--- src/rtl/pio_pkg.sv ---
package pio_pkg;
  localparam int REG_AW = 3;
  localparam int WORD_W = 32;

  typedef enum logic [REG_AW-1:0] {
    RA_OUT_SET = 3'd0,
    RA_OUT_CLR = 3'd1,
    RA_BIO_SET = 3'd2,
    RA_BIO_CLR = 3'd3,
    RA_DIR     = 3'd4,
    RA_BIO_LVL = 3'd5,
    RA_IN_LVL  = 3'd6,
    RA_VOID    = 3'd7
  } pio_reg_e;

  // next latch value: clear first, then set, so set wins on overlap
  function automatic logic [WORD_W-1:0] latch_next(
    input logic [WORD_W-1:0] cur,
    input logic [WORD_W-1:0] set_m,
    input logic [WORD_W-1:0] clr_m);
    return (cur & ~clr_m) | set_m;
  endfunction

  // gated mask: data when selected, zero otherwise
  function automatic logic [WORD_W-1:0] gate_mask(
    input logic                sel,
    input logic [WORD_W-1:0]   data);
    return sel ? data : '0;
  endfunction
endpackage

--- src/rtl/pio_sync.sv ---
module pio_sync #(
  parameter int W = 8
) (
  input  logic         clk,
  input  logic [W-1:0] d,
  output logic [W-1:0] q
);
  logic [W-1:0] meta_q;
  logic [W-1:0] stab_q;

  always_ff @(posedge clk) begin
    meta_q <= d;
    stab_q <= meta_q;
  end

  assign q = stab_q;
endmodule

--- src/rtl/pio_wdec.sv ---
module pio_wdec
  import pio_pkg::*;
#(
  parameter int OUT_W = 24,
  parameter int BIO_W = 6
) (
  input  logic              en,
  input  logic [REG_AW-1:0] addr,
  input  logic [WORD_W-1:0] data,
  output logic [OUT_W-1:0]  out_set,
  output logic [OUT_W-1:0]  out_clr,
  output logic [BIO_W-1:0]  bio_set,
  output logic [BIO_W-1:0]  bio_clr,
  output logic              dir_we,
  output logic [BIO_W-1:0]  dir_val
);
  assign out_set = OUT_W'(gate_mask(en && addr == RA_OUT_SET, data));
  assign out_clr = OUT_W'(gate_mask(en && addr == RA_OUT_CLR, data));
  assign bio_set = BIO_W'(gate_mask(en && addr == RA_BIO_SET, data));
  assign bio_clr = BIO_W'(gate_mask(en && addr == RA_BIO_CLR, data));
  assign dir_we  = en && addr == RA_DIR;
  assign dir_val = BIO_W'(gate_mask(1'b1, data));
endmodule

--- src/rtl/pio_setclr.sv ---
module pio_setclr
  import pio_pkg::*;
#(
  parameter int W = 8
) (
  input  logic         clk,
  input  logic         rst,
  input  logic [W-1:0] set_m,
  input  logic [W-1:0] clr_m,
  output logic [W-1:0] q
);
  logic [W-1:0] q_r;

  always_ff @(posedge clk) begin
    if (rst) q_r <= '0;
    else     q_r <= W'(latch_next(WORD_W'(q_r), WORD_W'(set_m), WORD_W'(clr_m)));
  end

  assign q = q_r;
endmodule

--- src/rtl/pio_port.sv ---
module pio_port
  import pio_pkg::*;
#(
  parameter int IN_W  = 12,
  parameter int OUT_W = 24,
  parameter int BIO_W = 6
) (
  input  logic              clk,
  input  logic              rst,
  input  logic              wa_en,
  input  logic [REG_AW-1:0] wa_addr,
  input  logic [WORD_W-1:0] wa_data,
  input  logic              wb_en,
  input  logic [REG_AW-1:0] wb_addr,
  input  logic [WORD_W-1:0] wb_data,
  input  logic [REG_AW-1:0] rd_addr,
  output logic [WORD_W-1:0] rd_data,
  input  logic [IN_W-1:0]   in_pin,
  output logic [OUT_W-1:0]  out_pin,
  input  logic [BIO_W-1:0]  bio_i,
  output logic [BIO_W-1:0]  bio_o,
  output logic [BIO_W-1:0]  bio_oe
);
  localparam int NCH = 2;

  logic              ch_en   [NCH];
  logic [REG_AW-1:0] ch_addr [NCH];
  logic [WORD_W-1:0] ch_data [NCH];

  assign ch_en[0]   = wa_en;
  assign ch_addr[0] = wa_addr;
  assign ch_data[0] = wa_data;
  assign ch_en[1]   = wb_en;
  assign ch_addr[1] = wb_addr;
  assign ch_data[1] = wb_data;

  logic [OUT_W-1:0] ch_out_set [NCH];
  logic [OUT_W-1:0] ch_out_clr [NCH];
  logic [BIO_W-1:0] ch_bio_set [NCH];
  logic [BIO_W-1:0] ch_bio_clr [NCH];
  logic             ch_dir_we  [NCH];
  logic [BIO_W-1:0] ch_dir_val [NCH];

  for (genvar g = 0; g < NCH; g++) begin : g_ch
    pio_wdec #(.OUT_W(OUT_W), .BIO_W(BIO_W)) u_dec (
      .en      (ch_en[g]),
      .addr    (ch_addr[g]),
      .data    (ch_data[g]),
      .out_set (ch_out_set[g]),
      .out_clr (ch_out_clr[g]),
      .bio_set (ch_bio_set[g]),
      .bio_clr (ch_bio_clr[g]),
      .dir_we  (ch_dir_we[g]),
      .dir_val (ch_dir_val[g])
    );
  end

  // merged update events, named for the checker
  logic [OUT_W-1:0] out_set_m, out_clr_m;
  logic [BIO_W-1:0] bio_set_m, bio_clr_m;
  logic             dir_we;
  logic [BIO_W-1:0] dir_val;

  assign out_set_m = ch_out_set[0] | ch_out_set[1];
  assign out_clr_m = ch_out_clr[0] | ch_out_clr[1];
  assign bio_set_m = ch_bio_set[0] | ch_bio_set[1];
  assign bio_clr_m = ch_bio_clr[0] | ch_bio_clr[1];
  assign dir_we    = ch_dir_we[0] | ch_dir_we[1];
  assign dir_val   = ch_dir_we[0] ? ch_dir_val[0] : ch_dir_val[1];

  pio_setclr #(.W(OUT_W)) u_out_latch (
    .clk (clk), .rst (rst), .set_m (out_set_m), .clr_m (out_clr_m), .q (out_pin)
  );

  pio_setclr #(.W(BIO_W)) u_bio_latch (
    .clk (clk), .rst (rst), .set_m (bio_set_m), .clr_m (bio_clr_m), .q (bio_o)
  );

  logic [BIO_W-1:0] dir_q;
  always_ff @(posedge clk) begin
    if (rst)         dir_q <= '0;
    else if (dir_we) dir_q <= dir_val;
  end
  assign bio_oe = dir_q;

  logic [IN_W-1:0]  in_lvl;
  logic [BIO_W-1:0] bio_lvl;

  pio_sync #(.W(IN_W))  u_in_sync  (.clk (clk), .d (in_pin), .q (in_lvl));
  pio_sync #(.W(BIO_W)) u_bio_sync (.clk (clk), .d (bio_i),  .q (bio_lvl));

  always_comb begin
    case (rd_addr)
      RA_OUT_SET, RA_OUT_CLR: rd_data = WORD_W'(out_pin);
      RA_BIO_SET, RA_BIO_CLR: rd_data = WORD_W'(bio_o);
      RA_DIR:                 rd_data = WORD_W'(dir_q);
      RA_BIO_LVL:             rd_data = WORD_W'(bio_lvl);
      RA_IN_LVL:              rd_data = WORD_W'(in_lvl);
      default:                rd_data = '0;
    endcase
  end
endmodule

--- config.mk ---
export PLATFORM = sky130hd
export DESIGN_NAME = pio_port
export DESIGN_NICKNAME = d
export VERILOG_FILES = /design/src/rtl/pio_pkg.sv /design/src/rtl/pio_sync.sv /design/src/rtl/pio_wdec.sv /design/src/rtl/pio_setclr.sv /design/src/rtl/pio_port.sv
export SDC_FILE = /design/constraint.sdc
export NUM_CORES = 1
export LEC_CHECK = 0
export ABC_AREA = 0
export BUFFER_PORTS_ARGS = -buffer_cell sky130_fd_sc_hd__buf_4
export CORE_ASPECT_RATIO = 1.25
export CORE_MARGIN = 4
export CORE_UTILIZATION = 30
export CTS_BUF_LIST = sky130_fd_sc_hd__clkbuf_8
export CTS_CLUSTER_DIAMETER = 80
export DETAILED_ROUTE_END_ITERATION = 6
export SKIP_LAST_GASP = 1
export SLEW_MARGIN = 10
export SYNTH_ARGS = -nofsm -noshare
export SYNTH_HDL_FRONTEND = slang
export SYNTH_SLANG_ARGS = --single-unit
--- constraint.sdc ---
create_clock -name clk -period 2.8 [get_ports clk]
set_input_delay 0.84 -clock clk [delete_from_list [all_inputs] [get_ports clk]]
set_output_delay 0.84 -clock clk [all_outputs]
set_load 0.02 [all_outputs]
; After elaboration in Yosys (flattened, before gate mapping)
; Index checks and enable logic that the tools add are counted.
[word_totals]
inputBits = 95
ff_bits = 72
output_inout_bits = 68
[classes]
n_eq_ne = 14
bitwise = 11
n_mux = 10
n_reduce_logical = 15
[op_table]
columns = operator, n
row1 = 24-bit case mux with 5 select lines, 1
row2 = 24-bit 2-to-1 mux, 4
row3 = 24-bit OR, 3
row4 = 6-bit 2-to-1 mux, 5
row5 = 24-bit AND, 1
row6 = 24-bit inverter, 1
row7 = "3-bit by 2-bit == test with 1-bit output, second input constant", 6
row8 = 6-bit OR, 3
row9 = "3-bit == test, second input constant", 5
row10 = 1-bit logical AND, 10
row11 = "3-bit by 1-bit == test with 1-bit output, second input constant", 3
row12 = 3-bit zero test, 3
row13 = 6-bit AND, 1
row14 = 6-bit inverter, 1
row15 = 2-bit OR reduction, 2
row16 = 1-bit OR, 1

; Logic depth before layout (Yosys ltp)
[depth]
ltp_word = 7
ltp_mapped = 5

; Cells and area by module
; A second synthesis with hierarchy kept.
[unflattened]
hier_cells = 456
area_unflattened_um2 = 4008.8
[by_module_without_submodules]
columns = mod, cells_per_inst, area_each_um2, seq_area_each_um2, instances
row1 = pio_port, 146, 1118.6, 120.1, 1
row2 = pio_wdec, 76, 525.5, 0.0, 2
row3 = pio_setclr at u_out_latch, 98, 863.3, 480.5, 1
row4 = pio_sync at u_in_sync, 24, 480.5, 480.5, 1
row5 = pio_setclr at u_bio_latch, 24, 255.2, 120.1, 1
row6 = pio_sync at u_bio_sync, 12, 240.2, 240.2, 1

; Worst setup path after synthesis
; Ideal clock, no wire load.
[synth_timing]
path_kind = input -> output
startpoint = input rd_addr[0]
endpoint = output rd_data[5]
n_path_buf = 1
path_stages = 3
setup_slack_ns = 0.117
arrival_ns = 1.843
cell_sequence = buf_2 > mux2_2 > mux4_2
[synth_via]
elab_chain_len = 3
[synth_rtl]
columns = item, line_no
row1 = from (decl), pio_port.sv:16  ; input logic [REG_AW-1:0] rd_addr,
row2 = 3-bit by 2-bit == test with 1-bit output (tied with other cells), pio_port.sv:93  ; case (rd_addr)
row3 = 2-bit OR reduction, pio_port.sv:93
row4 = 24-bit case mux with 5 select lines *, pio_port.sv:93
row5 = to (decl), pio_port.sv:17  ; output logic [WORD_W-1:0] rd_data,
; Every way passes the cells marked *; elsewhere a longest branch is shown, timed or not.

; Final worst setup path
; Same ends and word-level chain as after synthesis.

==> reports/metrics.cfg <==
[power]
ir_drop_v=0.000327
seqPwrFrac_pct=49.6
power.leakage_uw=0.00188
power_frac_clock_pct=33.9
p_switching_uw=590
powerDensity_mw_per_mm2=500
intPower_uw=1620
combPwrFrac_pct=16.5
switching_share_pct=26.7

[synthesis]
netlist.area_leader.share_pct=47.1
syn_inst=303
synth_most_common_cell=dfxtp_1
synth-edff-count=0
ys.flop_type=dfxtp_1
netlist_area_mm2=0.00306
yosys_warnings=0
synth_seq_cells=72
ys_types=28
avgSynthCellArea_um2=10.1
synthArstFlopShare_pct=0
synthTopCellsByCount=72 x dfxtp_1, 34 x a21oi_1, 34 x a221o_1
yosys.area.top_type=dfxtp_1
seq_area_frac_synth_pct=47.1
synth_area_leaders=dfxtp_1 47%, a221o_1 11%, a22oi_1 7.4%

[critical_path]
cp_top_family=multiplexers
reg2reg_to=u_out_latch.q[11]
start_kind=input pin
rr_startpoint=u_out_latch.q[11]
worstPathArrival_ns=1.90
reg2reg_slack_ns=1.90
critPathKind=in2out
end_kind=primary output
cp_cell_sequence=buf_6, mux2_2, mux4_2, buf_4
cp_max_fo=8
reg2regPathDepth=3
slowest_stage=mux4_2
crit_buf_inv=2
required_ns=1.96
crit_path_max_incr_delay_ns=0.45

[clocking]
clk_pin_slew_worst_paths_ns=0.07
cts_tree=done
cts_made_buffers=9
clock_latency_ns=0.34
clk_root_buffer_cell=clkbuf_8
post_cts_buffers=0
cts_hold_buffers=0
cts_buffer_depth=2
ctsHtreeMaxLevel=3
ctsResizeCount=1
cts_sinks=72

[floorplanning]
start_util_pct=31.2
ios=163
die_area_mm2=0.0119
die_y_um=121
core-area_mm2=0.00981
die_x_um=98.4
num_rows=40

[global_routing]
grt.met3_usage_pct=5.00
grt_max_degree=37
grt_pass1_vias=2891
top_usage_layer=met2
grt_util_met1_pct=19.3
grt-ovfl-total=0
grt_pass1_wl_mm=15.1
use_met2_pct=26.7
antenna_found_initial=0
gr-usage-all-layers_pct=16.0

[final_layout]
stdcell_count=570
diodes=0
syn_to_final_growth_pct=44.4
layout.nets=534
layout-drive-gt1-share_pct=40.3

[timing]
clock_skew_ns=0.000635
relSlewSlack_pct=58.4
maxSlewViolCount=0
rsz0062_at_grt=no
post-route-period-util_pct=98.0
final-setup-viol-count=0
hold_ws_ns=0.328
hold_violations=0
fmax_ghz=0.365
tightest_slew_ns=0.622
finalCriticalPeriod_ns=2.74
setup-tns-final_ns=0

[placement]
finalWeightedCongestion=0.898
portBuffers=138
dp_cells=554
post-dp-hpwl_mm=7.30

[drt]
firstDrtPassIters=4
via_per_inst=5.20
wl_per_cell_um=17.2
postRouteAntennaNets=0
routed_wl_mm=9.79
drcViolationCount=0
vias=2964
drtIter0Drc=154

[status]
status=finished clean

[job]
cap_violations=0

[worst_hold_path]
hold-path-endpoint=u_in_sync.q[9]
hold_class=reg2reg
worstHoldStart=u_in_sync.meta_q[9]
hold_depth=0

==> worst max path at each step <==
stage | from | end | slack [ns] | cells after the start
final | rd_addr[0] | rd_data[5] | 0.06 | 4
after global routing | rd_addr[0] | rd_data[5] | 0.02 | 4
after CTS | rd_addr[0] | rd_data[5] | 0.008 | 4
after detailed placement | rd_addr[0] | rd_data[7] | -0.07 | 5
after global placement | rd_addr[0] | rd_data[7] | -0.06 | 5
after floorplan | rd_addr[0] | rd_data[5] | 0.12 | 3
==> cell type report <==
cell class | count | area [um^2]
fill | 966 | 5390
inverter | 30 | 113
tap | 126 | 158
sequential | 72 | 1440
clock buffer | 11 | 151
timing repair buffer | 151 | 1150
clock inverter | 5 | 31.3
multi-input combinational | 175 | 1380
==> cells by family after synthesis <==
kind of cell	share of synthesized area, %
simple gates	10.3
other cells	0.122
compound gates	28.4
mux	4.17
flops	47.1
buf+inv	9.97
==> placed cells by master (no fill, tap or decap), types with 2 or more instances in the layout <==
master,instances
a211oi_1,6
a21oi_1,34
a221o_1,34
a22o_1,10
a22oi_1,30
and4b_1,2
and4bb_2,2
buf_4,149
clkbuf_8,11
clkinv_2,3
conb_1,8
dfxtp_1,72
inv_1,30
mux2_2,2
mux2i_1,6
mux4_2,2
nand2b_1,4
nand3b_1,4
nor2_1,7
nor2b_1,3
nor2b_2,2
nor3_1,12
nor4b_4,2
nor4bb_4,2
==> layer usage <==
metal | up-vias | routed length (um)
met5 | - | 0
met4 | 0 | 130
met3 | 14 | 805
met2 | 140 | 4730
met1 | 1417 | 4120
li1 | 1393 | -
==> through the flow <==
step,util (%),total power [uW],worst slack (ns),instance area (um^2)
global route,45.1,2340,0.0159,4420
finish,45.1,2210,0.0569,4420
floorplan,-,1290,0.117,3090
global placement,43.1,1480,-0.0562,4230
CTS,45.0,2250,0.00798,4410
detailed placement,43.1,1480,-0.0729,4230
==> registers in the layout, summed over array words and instances, names as in the netlist <==
| signal | cells |
|---|---|
| u_bio_latch.q | 6 |
| u_in_sync.q | 12 |
| u_in_sync.meta_q | 12 |
| u_out_latch.q | 24 |
| u_bio_sync.q | 6 |
| bio_oe | 6 |
| u_bio_sync.meta_q | 6 |
==> power by group through the flow <==
stage	registers [uW]	logic, uW	clock network, uW
floorplan	1140	147	0
global placement	1120	357	0
detailed placement	1120	363	0
CTS	1100	365	787
global route	1100	391	845
finish	1090	365	750
Power figures use the tool's default switching activity.
